$ cat src/rtl/pcr_pkg.sv
package pcr_pkg;
   // field offsets above the magnitude field inside a result word
   localparam int EXT_OFS  = 0;
   localparam int SIG_OFS  = 1;
   localparam int CH_OFS   = 2;
   localparam int BUSY_OFS = 3;

   typedef struct packed {
      logic over;
      logic under;
   } pcr_flags_t;
endpackage

$ cat src/rtl/pcr_decode.sv
module pcr_decode
   import pcr_pkg::*;
#(
   parameter int RAW_W    = 28,
   parameter int SUB_W    = 4,
   parameter int KEEP_SUB = 1,
   parameter int VAL_W    = RAW_W + 2
) (
   input  logic [RAW_W+2:0]       word_i,
   output logic                   ch_o,
   output logic signed [VAL_W-1:0] val_o,
   output pcr_flags_t             flg_o
);
   localparam int RW = RAW_W + 2;
   localparam logic signed [RW-1:0] LIM_HI = {2'b01, 3'b001, {(RAW_W-3){1'b0}}};
   localparam logic signed [RW-1:0] LIM_LO = {5'b11111, {(RAW_W-3){1'b0}}};

   logic                 sgn, ext;
   logic [RAW_W-1:0]     mag;
   logic signed [RW-1:0] raw, lim;

   assign mag  = word_i[RAW_W-1:0];
   assign ext  = word_i[RAW_W+EXT_OFS];
   assign sgn  = word_i[RAW_W+SIG_OFS];
   assign ch_o = word_i[RAW_W+CH_OFS];

   assign flg_o.over  = sgn & ext;
   assign flg_o.under = ~sgn & ext;

   always_comb begin
      if (!sgn && !ext) raw = '0;
      else              raw = {~sgn & ext, ext, mag};
      if (raw > LIM_HI)      lim = LIM_HI;
      else if (raw < LIM_LO) lim = LIM_LO;
      else                   lim = raw;
   end

   generate
      if (KEEP_SUB != 0) begin : g_keep
         assign val_o = lim;
      end else begin : g_drop
         assign val_o = VAL_W'(lim >>> SUB_W);
      end
   endgenerate
endmodule

$ cat src/rtl/pcr_pair.sv
module pcr_pair
   import pcr_pkg::*;
#(
   parameter int VAL_W = 30,
   parameter int PW    = VAL_W + 1
) (
   input  logic                    clk,
   input  logic                    rst_n,
   input  logic                    in_valid,
   input  logic                    ch,
   input  logic signed [VAL_W-1:0] val,
   input  pcr_flags_t              flg,
   input  logic                    sum_mode,
   output logic                    pr_valid,
   output logic signed [PW-1:0]    pr_val,
   output pcr_flags_t              pr_flg,
   output logic                    seq_err
);
   logic                    have;
   logic signed [VAL_W-1:0] hold_val;
   pcr_flags_t              hold_flg;
   logic signed [PW-1:0]    a_x, b_x;

   assign a_x = {hold_val[VAL_W-1], hold_val};
   assign b_x = {val[VAL_W-1], val};

   always_ff @(posedge clk) begin
      if (!rst_n) begin
         have     <= 1'b0;
         hold_val <= '0;
         hold_flg <= '0;
         pr_valid <= 1'b0;
         pr_val   <= '0;
         pr_flg   <= '0;
         seq_err  <= 1'b0;
      end else begin
         pr_valid <= 1'b0;
         seq_err  <= 1'b0;
         if (in_valid) begin
            if (!ch) begin
               seq_err  <= have;
               have     <= 1'b1;
               hold_val <= val;
               hold_flg <= flg;
            end else if (have) begin
               pr_valid     <= 1'b1;
               pr_val       <= sum_mode ? (a_x + b_x) : (a_x - b_x);
               pr_flg.over  <= hold_flg.over | flg.over;
               pr_flg.under <= hold_flg.under | flg.under;
               have         <= 1'b0;
            end else begin
               seq_err <= 1'b1;
            end
         end
      end
   end

   p_pair_fires_r6: assert property (@(posedge clk) disable iff (!rst_n)
      (in_valid && ch && have) |=> (pr_valid && !seq_err));
   p_repeat_err_r7: assert property (@(posedge clk) disable iff (!rst_n)
      (in_valid && !ch && have) |=> (seq_err && !pr_valid));
   p_orphan_err_r8: assert property (@(posedge clk) disable iff (!rst_n)
      (in_valid && ch && !have) |=> (seq_err && !pr_valid));
   p_quiet_r12: assert property (@(posedge clk) disable iff (!rst_n)
      !in_valid |=> (!seq_err && !pr_valid));
endmodule

$ cat src/rtl/pcr_avg.sv
module pcr_avg
   import pcr_pkg::*;
#(
   parameter int PW       = 31,
   parameter int AVG_LOG2 = 2
) (
   input  logic                 clk,
   input  logic                 rst_n,
   input  logic                 in_valid,
   input  logic signed [PW-1:0] in_val,
   input  pcr_flags_t           in_flg,
   output logic                 out_valid,
   output logic signed [PW-1:0] out_val,
   output pcr_flags_t           out_flg
);
   localparam int AW = PW + AVG_LOG2;

   generate
      if (AVG_LOG2 == 0) begin : g_pass
         always_ff @(posedge clk) begin
            if (!rst_n) begin
               out_valid <= 1'b0;
               out_val   <= '0;
               out_flg   <= '0;
            end else begin
               out_valid <= in_valid;
               if (in_valid) begin
                  out_val <= in_val;
                  out_flg <= in_flg;
               end
            end
         end
      end else begin : g_win
         logic [AVG_LOG2-1:0]  cnt;
         logic signed [AW-1:0] acc, nxt;
         pcr_flags_t           wf;

         assign nxt = acc + {{AVG_LOG2{in_val[PW-1]}}, in_val};

         always_ff @(posedge clk) begin
            if (!rst_n) begin
               cnt       <= '0;
               acc       <= '0;
               wf        <= '0;
               out_valid <= 1'b0;
               out_val   <= '0;
               out_flg   <= '0;
            end else begin
               out_valid <= 1'b0;
               if (in_valid) begin
                  if (&cnt) begin
                     out_valid     <= 1'b1;
                     out_val       <= PW'(nxt >>> AVG_LOG2);
                     out_flg.over  <= wf.over | in_flg.over;
                     out_flg.under <= wf.under | in_flg.under;
                     acc           <= '0;
                     cnt           <= '0;
                     wf            <= '0;
                  end else begin
                     acc      <= nxt;
                     cnt      <= cnt + 1'b1;
                     wf.over  <= wf.over | in_flg.over;
                     wf.under <= wf.under | in_flg.under;
                  end
               end
            end
         end

         p_window_r9: assert property (@(posedge clk) disable iff (!rst_n)
            (in_valid && !(&cnt)) |=> !out_valid);
      end
   endgenerate

   p_out_after_pair_r12: assert property (@(posedge clk) disable iff (!rst_n)
      out_valid |-> $past(in_valid));
endmodule

$ cat src/rtl/pair_corrector.sv
module pair_corrector
   import pcr_pkg::*;
#(
   parameter int MAG_W    = 24,
   parameter int SUB_W    = 4,
   parameter int KEEP_SUB = 1,
   parameter int AVG_LOG2 = 2
) (
   input  logic                    clk,
   input  logic                    rst_n,
   input  logic                    frame_valid,
   input  logic [MAG_W+SUB_W+3:0]  frame_data,
   input  logic                    sum_mode,
   output logic                    res_valid,
   output logic signed [MAG_W+SUB_W+2-((KEEP_SUB != 0) ? 0 : SUB_W):0] res_value,
   output logic                    res_over,
   output logic                    res_under,
   output logic                    seq_err
);
   localparam int RAW_W = MAG_W + SUB_W;
   localparam int VAL_W = RAW_W + 2 - ((KEEP_SUB != 0) ? 0 : SUB_W);
   localparam int PW    = VAL_W + 1;

   generate
      if (MAG_W < 4 || MAG_W > 40) begin : g_bad_mag
         $error("pair_corrector: MAG_W out of range");
      end
      if (SUB_W < 0 || SUB_W > 8) begin : g_bad_sub
         $error("pair_corrector: SUB_W out of range");
      end
      if (AVG_LOG2 < 0 || AVG_LOG2 > 16) begin : g_bad_avg
         $error("pair_corrector: AVG_LOG2 out of range");
      end
   endgenerate

   logic                    d_ch;
   logic signed [VAL_W-1:0] d_val;
   pcr_flags_t              d_flg;
   logic                    p_valid;
   logic signed [PW-1:0]    p_val;
   pcr_flags_t              p_flg;
   pcr_flags_t              o_flg;

   pcr_decode #(
      .RAW_W(RAW_W), .SUB_W(SUB_W), .KEEP_SUB(KEEP_SUB), .VAL_W(VAL_W)
   ) u_dec (
      .word_i(frame_data[RAW_W+2:0]),
      .ch_o  (d_ch),
      .val_o (d_val),
      .flg_o (d_flg)
   );

   pcr_pair #(.VAL_W(VAL_W), .PW(PW)) u_pair (
      .clk     (clk),
      .rst_n   (rst_n),
      .in_valid(frame_valid),
      .ch      (d_ch),
      .val     (d_val),
      .flg     (d_flg),
      .sum_mode(sum_mode),
      .pr_valid(p_valid),
      .pr_val  (p_val),
      .pr_flg  (p_flg),
      .seq_err (seq_err)
   );

   pcr_avg #(.PW(PW), .AVG_LOG2(AVG_LOG2)) u_avg (
      .clk      (clk),
      .rst_n    (rst_n),
      .in_valid (p_valid),
      .in_val   (p_val),
      .in_flg   (p_flg),
      .out_valid(res_valid),
      .out_val  (res_value),
      .out_flg  (o_flg)
   );

   assign res_over  = o_flg.over;
   assign res_under = o_flg.under;

   p_busy_low_r6: assert property (@(posedge clk) disable iff (!rst_n)
      frame_valid |-> !frame_data[RAW_W+BUSY_OFS]);
   p_err_vs_result_r12: assert property (@(posedge clk) disable iff (!rst_n)
      $rose(seq_err) |-> $past(frame_valid));
endmodule

$ cat config.mk
export PLATFORM = sky130hd
export DESIGN_NAME = pair_corrector
export DESIGN_NICKNAME = d
export VERILOG_FILES = /design/src/rtl/pcr_pkg.sv /design/src/rtl/pcr_decode.sv /design/src/rtl/pcr_pair.sv /design/src/rtl/pcr_avg.sv /design/src/rtl/pair_corrector.sv
export SDC_FILE = /design/constraint.sdc
export NUM_CORES = 1
export LEC_CHECK = 0
export BUFFER_PORTS_ARGS = -buffer_cell sky130_fd_sc_hd__buf_4
export CAP_MARGIN = 10
export CORE_ASPECT_RATIO = 2
export CORE_MARGIN = 1.5
export CORE_UTILIZATION = 25
export CTS_BUF_LIST = sky130_fd_sc_hd__clkbuf_16
export CTS_CLUSTER_DIAMETER = 30
export DETAILED_ROUTE_END_ITERATION = 7
export HOLD_SLACK_MARGIN = 0.02
export PLACE_DENSITY_LB_ADDON = 0.2
export SETUP_SLACK_MARGIN = 0.4
export SLEW_MARGIN = 20
export SYNTH_ARGS = -nofsm -noshare
export SYNTH_HDL_FRONTEND = slang
export SYNTH_SLANG_ARGS = --single-unit
export TNS_END_PERCENT = 10
$ cat constraint.sdc
create_clock -name clk -period 8.7 [get_ports clk]
set_input_delay 2.61 -clock clk [delete_from_list [all_inputs] [get_ports clk]]
set_output_delay 2.61 -clock clk [all_outputs]
set_load 0.01 [all_outputs]
==> run_results.csv <==
group,metric,value,unit
outcome,status,"finished, final reports clean",
clock_network,cts.clk_slew.worst_paths,0.06,ns
critical_path,crit_chain,"buf_4, nor4_1, buf_4, nand3b_1, nor4_1, o21ai_0, o21ai_4, nand2_1, ha_1, and2_1, o21ai_0, o31ai_1, a22o_1, ha_1, a2111oi_0, o21ai_0, a21oi_1, nor3_1, a41o_1, o31ai_1, o21ai_0, xnor2_1, o2bb2ai_1",
grt,grt_pass1_wl,42.4,mm
yosys,synthCells,1152,
timing,rsz0062_at_grt,"false",
power_and_ir_drop,p_switching,0.000431,W
final_layout,areaGrowthSynthToFinish,19.2,%
critical_path,cp_num_buf_inv,2,
power_and_ir_drop,clockPowerShare,0.477,
final_layout,fill_cells,3804,
power_and_ir_drop,powerDensity,159,nW/um^2
timing,min_period,7.45,ns
timing,hold_viol,0,
yosys,yosys_warnings,0,
final_layout,multi_input_area,5660,um^2
final_layout,final_nets,1314,
die,rows,96,
power_and_ir_drop,p_leak,4.34,nW
critical_path,cp_common_cell,"o21ai_0",
clock_network,clock-sinks,139,
grt,grt_pass1_vias,8072,
critical_path,crit_type,"in -> reg",
grt,grt-ovfl-total,0,
timing,setup_tns,0,ns
grt,grt_use_total,0.150,
final_layout,layout-drive-gt1-share,0.107,
critical_path,crit_required,9.01,ns
die,start_util,0.254,
placement,io_buffers,69,
yosys,avgSynthCellArea,7.58,um^2
critical_path,crit_fanout,7,
power_and_ir_drop,pwr-share-seq,0.393,
clock_network,clock_latency,0.43,ns
yosys,syn-cell-area,8730,um^2
min_path,hold_path.class,"reg -> reg",
timing,fmax,0.134,GHz
critical_path,cp-start-kind,"input pin",
clock_network,post_cts_buffers,0,
yosys,synth-edff-count,0,
final_layout,antenna-diode-count,0,
timing,slew-limit-headroom,0.417,
final_layout,layout_common_cells,"180 x nand2_1, 154 x a21oi_1, 139 x dfxtp_1",
timing,fin_crit_sh,0.856,
die,die_w,135,um
power_and_ir_drop,p_comb_frac,0.130,
die,dieHeight,267,um
timing,tightest_slew,0.874,ns
grt,grt_max_degree,80,
routing,vias,8186,
placement,gp_congestion,0.825,
timing,finalWorstSetupSlack,1.25,ns
timing,drv_slew,0,
routing,wl_per_cell,16.0,um
routing,ant_nets,0,
final_layout,regArea,2780,um^2
clock_network,clock_path_buffers,2,
die,ios,71,
yosys,ys_seq_area_frac,0.319,
die,core,34400,um^2
critical_path,cp_slowest_cell,"a2111oi_0",
power_and_ir_drop,p_sw_frac,0.260,
power_and_ir_drop,p_int,0.00123,W
timing,finClkSkew,0.00559,ns
routing,route.detailed.drc,0,
flow_run,maxCapViolCount,0,
yosys,synth-async-reset-ratio,0,
final_layout,final_common_cell,"nand2_1",
clock_network,h-tree-depth,4,
routing,first_iter_violations,342,
critical_path,cp_top_family,"compound AO/OA/AOI/OAI gates",
yosys,synth_nets,1258,
critical_path,cp-end-kind,"flop",
yosys,synthFlopType,"dfxtp_1",
timing,hold-worst-slack,0.454,ns
placement,post-dp-hpwl,20.6,mm
yosys,yosysUniqueCellTypes,62,
power_and_ir_drop,ir_worst_vdd,0.116,mV
critical_path,critPathMaxStageDelay,0.39,ns
die,dieArea,36100,um^2
clock_network,ctsResizeCount,0,
routing,dr.pass1.iters,6,
clock_network,cts_hold_buffers,0,
grt,grt_antenna_before_repair,0,
yosys,synth_seq_cells,139,
clock_network,numCtsBuffers,17,
critical_path,arrival,7.76,ns
timing,setup_viol,0,
clock_network,cts_tree,"done",
routing,drt_wl_total,26.5,mm
clock_network,clockRootBuffer,"clkbuf_16",
routing,detail_route.vias_per_cell,4.93,
placement,dp_slack,0.783,ns
==> worst reg2reg max path: cells and delay by family (launching register included) <==
family,cells,cell delay [ns]
fa+ha+maj,2,0.40
buf+inv,1,0.07
compound gates,8,2.27
simple gates,2,0.44
flops,1,0.31
==> area by class of cell <==
cell class | instances | share of cell area
Multi-Input combinational cell | 933 | 0.544
Sequential cell | 139 | 0.267
Timing Repair Buffer | 91 | 0.0656
Tap cell | 441 | 0.0530
Clock buffer | 17 | 0.0409
Clock inverter | 14 | 0.0194
Inverter | 26 | 0.00950
==> flip-flops by register name, summed over array words and instances (netlist names), 2 cells and up <==
| signal | cells |
|---|---|
| u_pair.hold_val | 30 |
| u_avg.g_win.cnt | 2 |
| u_pair.hold_flg | 2 |
| u_avg.out_val | 31 |
| u_avg.g_win.wf | 2 |
| u_pair.pr_flg | 2 |
| u_pair.pr_val | 31 |
| u_avg.g_win.acc | 33 |
| u_avg.out_flg | 2 |
==> through the flow <==
stage                util  total power (W)  cells  instance area [um^2]
detailed placement  0.285         0.000882   1630                  9780
CTS                 0.303          0.00168   1661                 10400
global route        0.303          0.00173   1661                 10400
global placement    0.285         0.000882   1630                  9780
floorplan               -         0.000807   1152                  8730
finish              0.303          0.00166   1661                 10400
==> path summary, 6_finish.rpt <==
kind | from | endpoint | slack [ns] | depth (start not counted)
max | frame_data[6] | u_pair.pr_val[29] | 1.25 | 23
max reg2reg | u_pair.pr_val[0] | u_avg.g_win.acc[32] | 5.14 | 13
min reg2reg | u_avg.out_val[17] | u_avg.out_val[17] | 0.45 | 2
min | u_avg.out_val[17] | u_avg.out_val[17] | 0.45 | 2
==> layer usage <==
metal / wire length, um / up-vias / part of all wire / global-route usage
met5: 0 / - / 0 / 0
met4: 949 / 0 / 0.036 / 0.0683
met3: 696 / 43 / 0.026 / 0.0227
met2: 14400 / 153 / 0.54 / 0.293
met1: 10500 / 3786 / 0.39 / 0.153
li1: - / 4204 / - / -
==> logic make-up after synthesis <==
logic type	after synthesis	share of synthesized area
simple gates	426	0.214
compound gates	362	0.255
flops	139	0.319
buf+inv	80	0.0344
xor+xnor	73	0.0733
fa+ha+maj	70	0.102
mux	2	0.00229
==> power by group through the flow <==
stage	clock [W]	sequential [W]	combinational [W]
2_1_floorplan	0	0.000664	0.000143
3_3_place_gp	0	0.000666	0.000215
3_5_place_dp	0	0.000667	0.000216
4_1_cts	0.000813	0.000652	0.000217
5_1_grt	0.000838	0.000653	0.000239
6_report	0.000791	0.000653	0.000216
==> synthesized netlist by cell type, drive strengths merged (8+ instances only) <==
library cell / count / area share
nand3: 49 / 0.028
o21bai: 14 / 0.012
o21a: 8 / 0.0069
ha: 68 / 0.097
nor2b: 8 / 0.0057
xor2: 17 / 0.017
dfxtp: 139 / 0.32
nor4: 10 / 0.0079
xnor2: 56 / 0.056
a211oi: 10 / 0.0086
a21o: 37 / 0.032
and3: 9 / 0.0065
clkbuf: 49 / 0.021
nand2: 180 / 0.077
nor2: 109 / 0.047
nor3: 27 / 0.015
a21oi: 154 / 0.088
inv: 25 / 0.011
o21ai: 65 / 0.037
a22oi: 22 / 0.019
Power figures use the tool's default switching activity.
